$ cat src/rtl/strmv_pkg.sv
package strmv_pkg;
  typedef enum logic [1:0] {
    MODE_MOVE_FWD = 2'd0,
    MODE_MOVE_REV = 2'd1,
    MODE_XLATE    = 2'd2,
    MODE_NOP      = 2'd3
  } mode_e;

  typedef enum logic [1:0] {
    EXIT_NONE = 2'd0,
    EXIT_DONE = 2'd1,
    EXIT_KEY  = 2'd2
  } exit_e;

  typedef enum logic [2:0] {
    ST_IDLE,
    ST_RSRC,
    ST_RDST,
    ST_WR,
    ST_FIN
  } state_e;
endpackage

$ cat src/rtl/strmv_pick.sv
module strmv_pick #(
  parameter int DW = 16,
  parameter int CW = 8,
  localparam int NB = DW / CW,
  localparam int LB = $clog2(NB)
) (
  input  logic [DW-1:0] word_i,
  input  logic [LB-1:0] sel_i,
  output logic [CW-1:0] char_o
);
  always_comb begin
    char_o = '0;
    for (int b = 0; b < NB; b++) begin
      if (sel_i == LB'(b)) char_o = word_i[b*CW +: CW];
    end
  end
endmodule

$ cat src/rtl/strmv_merge.sv
module strmv_merge #(
  parameter int DW = 16,
  parameter int CW = 8,
  localparam int NB = DW / CW,
  localparam int LB = $clog2(NB)
) (
  input  logic [DW-1:0] word_i,
  input  logic [LB-1:0] sel_i,
  input  logic [CW-1:0] char_i,
  output logic [DW-1:0] word_o
);
  for (genvar g = 0; g < NB; g++) begin : g_lane
    assign word_o[g*CW +: CW] = (sel_i == LB'(g)) ? char_i : word_i[g*CW +: CW];
  end
endmodule

$ cat src/rtl/strmv_ptr_unit.sv
module strmv_ptr_unit #(
  parameter int PW = 16
) (
  input  logic          clk_i,
  input  logic          rst_ni,
  input  logic          load_i,
  input  logic [PW-1:0] src_i,
  input  logic [PW-1:0] dst_i,
  input  logic          step_i,
  input  logic          step_dst_i,
  input  logic          rev_i,
  output logic [PW-1:0] src_o,
  output logic [PW-1:0] dst_o
);
  logic [PW-1:0] src_q, dst_q;

  always_ff @(posedge clk_i or negedge rst_ni) begin
    if (!rst_ni) begin
      src_q <= '0;
      dst_q <= '0;
    end else if (load_i) begin
      src_q <= src_i;
      dst_q <= dst_i;
    end else if (step_i) begin
      src_q <= rev_i ? src_q - PW'(1) : src_q + PW'(1);
      if (step_dst_i) dst_q <= rev_i ? dst_q - PW'(1) : dst_q + PW'(1);
    end
  end

  assign src_o = src_q;
  assign dst_o = dst_q;
endmodule

$ cat src/rtl/strmv_fsm.sv
module strmv_fsm
  import strmv_pkg::*;
#(
  parameter int DW = 16,
  parameter int CW = 8
) (
  input  logic          clk_i,
  input  logic          rst_ni,
  input  logic          start_i,
  input  logic [1:0]    mode_i,
  input  logic [CW-1:0] count_i,
  input  logic [CW-1:0] key_i,
  input  logic [CW-1:0] char_i,
  input  logic [DW-1:0] word_i,
  output state_e        state_o,
  output logic          xlate_o,
  output logic          rev_o,
  output logic          load_o,
  output logic          step_o,
  output logic          step_dst_o,
  output logic          req_o,
  output logic          we_o,
  output logic          done_o,
  output logic [1:0]    exit_o,
  output logic [CW-1:0] ch_o,
  output logic [DW-1:0] word_o
);
  state_e        state_q;
  mode_e         mode_q;
  exit_e         exit_q;
  logic [CW:0]   remain_q;
  logic [CW-1:0] key_q, ch_q;
  logic [DW-1:0] word_q;
  logic          stop_hit;

  assign stop_hit = (mode_q == MODE_XLATE) && (char_i == key_q);

  always_ff @(posedge clk_i or negedge rst_ni) begin
    if (!rst_ni) begin
      state_q  <= ST_IDLE;
      mode_q   <= MODE_MOVE_FWD;
      exit_q   <= EXIT_NONE;
      remain_q <= '0;
      key_q    <= '0;
      ch_q     <= '0;
      word_q   <= '0;
    end else begin
      unique case (state_q)
        ST_IDLE: if (start_i) begin
          mode_q   <= mode_e'(mode_i);
          key_q    <= key_i;
          exit_q   <= EXIT_NONE;
          remain_q <= {1'b0, count_i} + (CW+1)'(1);
          state_q  <= (mode_e'(mode_i) == MODE_NOP) ? ST_FIN : ST_RSRC;
        end
        ST_RSRC: state_q <= ST_RDST;
        ST_RDST: begin
          ch_q   <= char_i;
          word_q <= word_i;
          if (stop_hit) begin
            exit_q  <= EXIT_KEY;
            state_q <= ST_FIN;
          end else begin
            state_q <= ST_WR;
          end
        end
        ST_WR: begin
          if (mode_q == MODE_XLATE) begin
            state_q <= ST_RSRC;
          end else begin
            remain_q <= remain_q - (CW+1)'(1);
            if (remain_q == (CW+1)'(1)) begin
              exit_q  <= EXIT_DONE;
              state_q <= ST_FIN;
            end else begin
              state_q <= ST_RSRC;
            end
          end
        end
        ST_FIN:  state_q <= ST_IDLE;
        default: state_q <= ST_IDLE;
      endcase
    end
  end

  assign state_o    = state_q;
  assign xlate_o    = (mode_q == MODE_XLATE);
  assign rev_o      = (mode_q == MODE_MOVE_REV);
  assign load_o     = (state_q == ST_IDLE) && start_i;
  assign step_o     = (state_q == ST_WR);
  assign step_dst_o = (mode_q != MODE_XLATE);
  assign req_o      = (state_q == ST_RSRC) || (state_q == ST_WR) ||
                      ((state_q == ST_RDST) && !stop_hit);
  assign we_o       = (state_q == ST_WR);
  assign done_o     = (state_q == ST_FIN);
  assign exit_o     = done_o ? exit_q : EXIT_NONE;
  assign ch_o       = ch_q;
  assign word_o     = word_q;

  assert_done_pulse_R8: assert property (@(posedge clk_i) disable iff (!rst_ni)
    done_o |=> !done_o);
  assert_key_exit_R7: assert property (@(posedge clk_i) disable iff (!rst_ni)
    (done_o && exit_o == EXIT_KEY) |-> (mode_q == MODE_XLATE));
  assert_nop_exit_R9: assert property (@(posedge clk_i) disable iff (!rst_ni)
    (done_o && mode_q == MODE_NOP) |-> (exit_o == EXIT_NONE));
  assert_move_exit_R2: assert property (@(posedge clk_i) disable iff (!rst_ni)
    (done_o && (mode_q == MODE_MOVE_FWD || mode_q == MODE_MOVE_REV)) |-> (exit_o == EXIT_DONE));
endmodule

$ cat src/rtl/strmv_top.sv
module strmv_top
  import strmv_pkg::*;
#(
  parameter int PW = 16,
  parameter int DW = 16,
  parameter int CW = 8,
  localparam int NB = DW / CW,
  localparam int LB = $clog2(NB),
  localparam int AW = PW - LB
) (
  input  logic          clk_i,
  input  logic          rst_ni,
  input  logic          start_i,
  input  logic [1:0]    mode_i,
  input  logic [PW-1:0] src_ptr_i,
  input  logic [PW-1:0] dst_ptr_i,
  input  logic [CW-1:0] count_i,
  input  logic [CW-1:0] key_i,
  output logic          mem_req_o,
  output logic          mem_we_o,
  output logic [AW-1:0] mem_addr_o,
  output logic [DW-1:0] mem_wdata_o,
  input  logic [DW-1:0] mem_rdata_i,
  output logic          busy_o,
  output logic          done_o,
  output logic [1:0]    exit_o,
  output logic [PW-1:0] src_ptr_o,
  output logic [PW-1:0] dst_ptr_o
);
  state_e        state;
  logic          xlate, rev, load, step, step_dst;
  logic [CW-1:0] src_char, ch_q, wr_char;
  logic [DW-1:0] word_q, move_word, xlate_word;
  logic [PW-1:0] src_q, dst_q, tbl_ptr;
  logic [LB-1:0] wr_sel;

  strmv_fsm #(.DW(DW), .CW(CW)) u_fsm (
    .clk_i, .rst_ni, .start_i, .mode_i, .count_i, .key_i,
    .char_i(src_char), .word_i(mem_rdata_i),
    .state_o(state), .xlate_o(xlate), .rev_o(rev), .load_o(load),
    .step_o(step), .step_dst_o(step_dst), .req_o(mem_req_o), .we_o(mem_we_o),
    .done_o, .exit_o, .ch_o(ch_q), .word_o(word_q)
  );

  strmv_ptr_unit #(.PW(PW)) u_ptr (
    .clk_i, .rst_ni, .load_i(load), .src_i(src_ptr_i), .dst_i(dst_ptr_i),
    .step_i(step), .step_dst_i(step_dst), .rev_i(rev),
    .src_o(src_q), .dst_o(dst_q)
  );

  // table entry address: live char while issuing the read, held char while writing
  assign tbl_ptr = dst_q + PW'((state == ST_WR) ? ch_q : src_char);
  assign wr_sel  = xlate ? tbl_ptr[LB-1:0] : dst_q[LB-1:0];

  strmv_pick  #(.DW(DW), .CW(CW)) u_pick_src (
    .word_i(mem_rdata_i), .sel_i(src_q[LB-1:0]), .char_o(src_char));
  strmv_pick  #(.DW(DW), .CW(CW)) u_pick_tbl (
    .word_i(mem_rdata_i), .sel_i(wr_sel), .char_o(wr_char));
  strmv_merge #(.DW(DW), .CW(CW)) u_merge_dst (
    .word_i(mem_rdata_i), .sel_i(wr_sel), .char_i(ch_q), .word_o(move_word));
  strmv_merge #(.DW(DW), .CW(CW)) u_merge_src (
    .word_i(word_q), .sel_i(src_q[LB-1:0]), .char_i(wr_char), .word_o(xlate_word));

  always_comb begin
    unique case (state)
      ST_RDST: mem_addr_o = xlate ? tbl_ptr[PW-1:LB] : dst_q[PW-1:LB];
      ST_WR:   mem_addr_o = xlate ? src_q[PW-1:LB]   : dst_q[PW-1:LB];
      default: mem_addr_o = src_q[PW-1:LB];
    endcase
  end

  assign mem_wdata_o = xlate ? xlate_word : move_word;
  assign busy_o      = (state != ST_IDLE);
  assign src_ptr_o   = src_q;
  assign dst_ptr_o   = dst_q;

  // independent write tally for the move-length check
  logic [CW:0] chk_wr_q, chk_len_q;
  logic        chk_move_q;
  always_ff @(posedge clk_i or negedge rst_ni) begin
    if (!rst_ni) begin
      chk_wr_q   <= '0;
      chk_len_q  <= '0;
      chk_move_q <= 1'b0;
    end else if (start_i && !busy_o) begin
      chk_wr_q   <= '0;
      chk_len_q  <= {1'b0, count_i} + (CW+1)'(1);
      chk_move_q <= (mode_i == MODE_MOVE_FWD) || (mode_i == MODE_MOVE_REV);
    end else if (mem_we_o) begin
      chk_wr_q <= chk_wr_q + (CW+1)'(1);
    end
  end

  assert_move_len_R4: assert property (@(posedge clk_i) disable iff (!rst_ni)
    (done_o && chk_move_q) |-> (chk_wr_q == chk_len_q));
  assert_we_req_R10: assert property (@(posedge clk_i) disable iff (!rst_ni)
    mem_we_o |-> mem_req_o);
  assert_idle_quiet_R10: assert property (@(posedge clk_i) disable iff (!rst_ni)
    !busy_o |-> !mem_req_o);
endmodule

$ cat config.mk
export PLATFORM = sky130hd
export DESIGN_NAME = strmv_top
export DESIGN_NICKNAME = d
export VERILOG_FILES = /design/src/rtl/strmv_pkg.sv /design/src/rtl/strmv_pick.sv /design/src/rtl/strmv_merge.sv /design/src/rtl/strmv_ptr_unit.sv /design/src/rtl/strmv_fsm.sv /design/src/rtl/strmv_top.sv
export SDC_FILE = /design/constraint.sdc
export NUM_CORES = 1
export LEC_CHECK = 0
export ABC_AREA = 1
export BUFFER_PORTS_ARGS = -buffer_cell sky130_fd_sc_hd__buf_2
export CORE_MARGIN = 8
export CORE_UTILIZATION = 50
export DETAILED_ROUTE_END_ITERATION = 8
export GPL_ROUTABILITY_DRIVEN = 0
export PLACE_DENSITY = 0.71
export SKIP_CTS_REPAIR_TIMING = 1
export SKIP_LAST_GASP = 1
export SLEW_MARGIN = 20
export SYNTH_ARGS = -nofsm -noshare
export SYNTH_HDL_FRONTEND = slang
export SYNTH_SLANG_ARGS = --single-unit
$ cat constraint.sdc
create_clock -name clk_i -period 5.1 [get_ports clk_i]
set_input_delay 1.02 -clock clk_i [delete_from_list [all_inputs] [get_ports clk_i]]
set_output_delay 1.02 -clock clk_i [all_outputs]
set_load 0.1 [all_outputs]
==> results of run 1 <==
## state kept, by name (all words and copies together), names as in the netlist
name	count
u_ptr.dst_o	16
u_fsm.remain_q	9
u_fsm.word_o	16
u_fsm.ch_o	8
u_ptr.src_o	16
u_fsm.key_q	8
u_fsm.mode_q	2
u_fsm.exit_q	2
u_fsm.state_o	3
## worst max-delay path, cell delays in order
cell and delay (ps):
buf_2 120, nand2_1 80, nand2_2 90, nand2_1 70, o21ai_0 80, ha_1 220, fa_1 410, nand3_1 100
nand3_1 130, nand2_1 100, nand3_1 190, nand3b_1 160, nand3b_1 110, nand3_1 70, nand2_1 60, buf_2 410
## worst paths after layout
| kind | start | slack, ps | cells after the start | to |
|---|---|---|---|---|
| worst min register to register | u_fsm.word_o[4] | 470 | 2 | u_fsm.word_o[4] |
| worst min-delay path | u_fsm.word_o[4] | 470 | 2 | u_fsm.word_o[4] |
| max in group asynchronous | rst_ni | 3510 | 2 | u_ptr.dst_o[8] |
| min in group asynchronous | rst_ni | 690 | 1 | u_fsm.exit_q[0] |
| worst max register to register | u_fsm.mode_q[0] | 2180 | 14 | u_ptr.dst_o[11] |
| worst max-delay path | mem_rdata_i[8] | 630 | 16 | mem_addr_o[13] |
## cell type report
class | instances | area (um2) | share of cell area (%)
multi-input combinational | 854 | 4407 | 53.87
clock buffer | 11 | 252.7 | 3.090
inverter | 115 | 436.7 | 5.338
timing repair buffer | 148 | 770.7 | 9.422
sequential | 80 | 2002 | 24.47
clock inverter | 5 | 86.33 | 1.055
tap | 180 | 225.2 | 2.753
## routing by layer
layer / vias to the layer above / GRT usage, % / wire, um
li1: 3840 / - / -
met1: 3427 / 31.57 / 9890
met2: 230 / 39.01 / 10090
met3: 29 / 4.346 / 1409
met4: 0 / 8.760 / 473
met5: - / 0 / 0
## per-stage QoR
stage	cell area (um2)	cells	hold WS, ps
final	8180	1393	468.6
after floorplan	7082	1088	436.6
after global placement	7841	1377	450.0
after global routing	8180	1393	489.7
after detailed placement	7841	1377	453.3
after CTS	8180	1393	469.4
## synth_stat cells (7+ instances only)
| master | n | area [um2] |
|---|---|---|
| inv_2 | 7 | 26.28 |
| a21oi_1 | 60 | 300.3 |
| xor2_1 | 15 | 131.4 |
| clkbuf_1 | 9 | 33.78 |
| o21ai_1 | 14 | 70.07 |
| nand4_1 | 7 | 43.79 |
| a31oi_1 | 7 | 43.79 |
| o21ai_0 | 123 | 615.6 |
| dfrtp_1 | 80 | 2002 |
| o211ai_1 | 9 | 67.56 |
| nand2_1 | 342 | 1284 |
| o22ai_1 | 9 | 56.30 |
| buf_2 | 17 | 85.08 |
| nand3b_1 | 7 | 52.55 |
| ha_1 | 41 | 513.0 |
| nand3_1 | 76 | 380.4 |
| inv_1 | 105 | 394.1 |
| nand2_2 | 8 | 50.05 |
| nor2_1 | 80 | 300.3 |
## cell usage in the layout, fill, tap and decap left out, types with 3 or more instances in the layout
master	instances
a21oi_1	60
a22oi_1	6
a31oi_1	7
buf_2	136
buf_4	12
clkbuf_16	9
dfrtp_1	80
fa_1	3
ha_1	41
inv_1	105
inv_2	7
nand2_1	342
nand2_2	8
nand2_4	3
nand3_1	76
nand3_2	3
nand3b_1	7
nand4_1	7
nor2_1	79
nor2_2	5
nor2_4	5
nor3_1	6
nor4_1	3
o211ai_1	9
o21ai_0	110
o21ai_1	27
o21bai_1	4
o221ai_1	5
o22ai_1	9
or2_2	3
xor2_1	15
## kinds of logic after synthesis
logic type	share of synthesized area [%]
AOI/OAI and AO/OA	18.78
DFF	28.27
xor gates and xnor gates	2.332
buffers and inverters	9.541
and+or+nand+nor	32.99
adders and majority gates	8.092
==> impl_metrics.csv, run 1 <==
group,metric,value,unit
cts,cts_tree,"built",
sta,finalWorstPathRequiredPeriod,4472,ps
route,drc,0,
cts,clock_latency,350,ps
die,io_pins,138,
die,die_x,135.0,um
sta,maxSlewHeadroom,42.40,%
sta,postLayoutSetupSlackWorst,627.7,ps
die,die_h,135.0,um
synth,synth_fp_nets,1201,
placement,dp_worst_setup_slack,649.8,ps
cts,clkTransAtPathRegs,60,ps
layout,n_antenna_cell,0,
grt,overflow,0,
sta,grt_setup_unrepaired,"no",
cts,htree_levels,3,
synth,synth-async-reset-ratio,100.0,%
grt,grt_pass1_vias,7058,
cts,root_buffer,"clkbuf_16",
synth,synthDistinctLibCells,45,
route,post_drt_wl_per_cell,15.70,um
route,drtAntennaViolNets,0,
die,die_area,0.01823,mm2
sta,fin_tns_setup,0,ps
status,outcome,"complete, no violations",
flow_run,max_cap_viol_count,0,
grt,antenna_found_initial,0,
route,drt_pass1_iterations,6,
synth,ys_seq_elements,80,
synth,syn_area_per_cell,6.509,um2
synth,syn_inst,1088,
synth,yosysSeqAreaShare,28.27,%
sta,worst_slew_pin_slew,863.0,ps
synth,synth_flop_cell,"dfrtp_1",
die,initial_core_util,51.02,%
worst_hold_path,holdCritPathClass,"reg2reg",
layout,final_util,58.93,%
cts,cts_buffer_depth,2,
synth,syn_area,0.007082,mm2
route,vias,7526,
placement,hpwl,16.44,mm
route,vias_per_cell,5.403,
worst_setup_path,start_kind,"primary input",
synth,yosys_warnings,0,
route,wl,21.87,mm
layout,n_fill_cell,1400,
sta,fin_crit_sh,87.69,%
grt,grt_pass1_wl,35.55,mm
die,rows,43,
layout,layout.nets,1321,
worst_setup_path,path_class,"in2out",
layout,area_growth,15.51,%
grt,grt_use_total,24.14,%
sta,max_freq,223.6,MHz
die,core,0.01388,mm2
worst_setup_path,worst_setup_path_end_kind,"output pin",
cts,cts_buffers,9,
sta,final-hold-violation-count,0,
placement,port_buffers,137,
grt,grt_max_degree,49,
sta,fin_skew,7.622,ps
worst_setup_path,cp_max_fo,6,
layout,drive_gt1_share,16.74,%
sta,setup_viol,0,
sta,final_max_slew_viol_count,0,
synth,synth_edf_count,0,
worst_setup_path,crit_arrival,3450,ps
route,drtIter0Drc,543,
cts,clock_sinks,80,
worst_setup_path,cp_data_required_time,4080,ps
Power of run 1 is left out: the tool's default activity adds up to more than one toggle a clock period on the data nets, which glitch-free logic cannot reach.
==> run 2, diff against run 1 <==
==> constraint.sdc (replaced) <==
create_clock -name clk_i -period 4.25 [get_ports clk_i]
set_input_delay 0.85 -clock clk_i [delete_from_list [all_inputs] [get_ports clk_i]]
set_output_delay 0.85 -clock clk_i [all_outputs]
set_load 0.1 [all_outputs]
==> run 2 against run 1 <==
Compared with the run above:
- hold slack better by 0.57 ps
- register-to-register slack worse by 530 ps
- final cell count barely moved
- via count increased by 1.3%
- global-route usage hardly changed
- flip-flop and latch count unchanged
- utilization increased by 3.3 points
- first-iteration DRC count grew 29%
- count of clock-buffer cells in the layout decreased by 1
- worst setup slack got worse by 280 ps
- sequential share of layout area down 1.3 points
- critical path type is now reg2out
- largest cell class unchanged
==> impl_metrics.csv, run 2 (synthesis results as in run 1) <==
group,metric,value,unit
worst_setup_path,cp_data_required_time,3400,ps
grt,overflow,0,
sta,fin_crit_sh,91.92,%
sta,whs,469.2,ps
die,io_pins,138,
worst_hold_path,worstHoldStart,"u_fsm.word_o[10]",
worst_hold_path,holdCritPathClass,"reg2reg",
route,drt_pass1_iterations,6,
worst_setup_path,rr_startpoint,"u_ptr.dst_o[0]",
cts,htree_levels,3,
cts,cts_buffer_depth,2,
sta,postLayoutSetupSlackWorst,343.4,ps
cts,root_buffer,"clkbuf_16",
status,outcome,"complete, no violations",
grt,grt_pass1_wl,35.49,mm
worst_setup_path,cp_max_fo,15,
worst_setup_path,worst_setup_path_end_kind,"output pin",
sta,final-hold-violation-count,0,
route,drtAntennaViolNets,0,
worst_setup_path,start_kind,"register",
die,die_x,135.0,um
sta,fin_skew,8.893,ps
die,die_h,135.0,um
die,initial_core_util,51.02,%
route,vias,7622,
worst_setup_path,r2r_cells,12,
placement,placed_cells,1376,
worst_setup_path,r2r-end,"u_ptr.dst_o[10]",
route,drc,0,
layout,area_growth,21.91,%
sta,setup_viol,0,
cts,cts_tree,"built",
layout,layout.nets,1322,
sta,worst_slew_pin_slew,775.4,ps
worst_setup_path,endpoint,"mem_addr_o[13]",
cts,clock_sinks,80,
route,post_drt_wl_per_cell,15.73,um
die,die_area,0.01823,mm2
placement,port_buffers,137,
grt,antenna_found_initial,0,
layout,final_cell_count_no_fill,1394,
layout,final_common_cell,"nand2_1",
sta,maxSlewHeadroom,48.31,%
layout,n_antenna_cell,0,
worst_setup_path,path_class,"reg2out",
route,wl,21.92,mm
layout,final_cell_mix,"342 x nand2_1, 109 x o21ai_0, 106 x buf_2, 105 x inv_1",
sta,final_max_slew_viol_count,0,
die,rows,43,
placement,hpwl,16.57,mm
worst_setup_path,crit_arrival,3060,ps
die,core,0.01388,mm2
grt,grt_use_total,24.13,%
flow_run,max_cap_viol_count,0,
sta,grt_setup_unrepaired,"no",
worst_setup_path,startpoint,"u_fsm.state_o[2]",
sta,finalWorstPathRequiredPeriod,3907,ps
cts,cts_buffers,9,
cts,clkTransAtPathRegs,70,ps
worst_setup_path,ff2ff_setup_slack,1650,ps
cts,clock_latency,350,ps
route,vias_per_cell,5.468,
layout,drive_gt1_share,16.97,%
sta,max_freq,256.0,MHz
placement,dp_worst_setup_slack,349.1,ps
route,drtIter0Drc,702,
grt,grt_pass1_vias,7087,
grt,grt_max_degree,81,
==> run 2: layout make-up <==
| type | count | area, um2 |
|---|---|---|
| timing repair buffer | 149 | 1245 |
| clock buffer | 10 | 239.0 |
| fill | 1335 | 5248 |
| inverter | 115 | 436.7 |
| multi-input combinational | 854 | 4412 |
| sequential | 80 | 2003 |
| clock inverter | 6 | 72.57 |
| tap | 180 | 225.2 |
==> run 2: worst min-delay path by stage <==
stage          slack, ps  cells after the start          endpoint
5_1_grt              490                      2  u_fsm.word_o[15]
4_1_cts              470                      2  u_fsm.word_o[10]
3_3_place_gp         450                      2  u_fsm.word_o[10]
6_report             470                      2  u_fsm.word_o[10]
3_5_place_dp         450                      2  u_fsm.word_o[10]
2_1_floorplan        440                      2   u_fsm.word_o[0]
==> run 2: routing by layer <==
metal | wire [um] | GRT usage [%] | up-vias
li1 | - | - | 3834
met1 | 9849 | 32.31 | 3493
met2 | 10190 | 38.48 | 267
met3 | 1462 | 4.606 | 28
met4 | 425 | 7.403 | 0
met5 | 0 | 0 | -
==> run 2: critical path: stages (launching register included) <==
cell,delay [ps]
dfrtp_1,410
inv_1,110
nand2_2,90
nor2_4,110
inv_2,130
nand2_1,80
o21ai_0,80
ha_1,210
fa_1,410
nand3_1,100
nand3_1,120
nand2_1,120
nand3_2,130
nand3b_1,140
nand3b_1,110
nand3_1,70
nand2_1,110
buf_12,180
==> run 2: metrics by stage <==
step	TNS [ps]	area [um2]	utilization [%]
5_1_grt	0	8633	62.20
6_report	0	8633	62.20
3_3_place_gp	0	8284	59.68
4_1_cts	0	8596	61.93
3_5_place_dp	0	8284	59.68
2_1_floorplan	-197.0	7082	-
Power of run 2 is left out for the same reason.
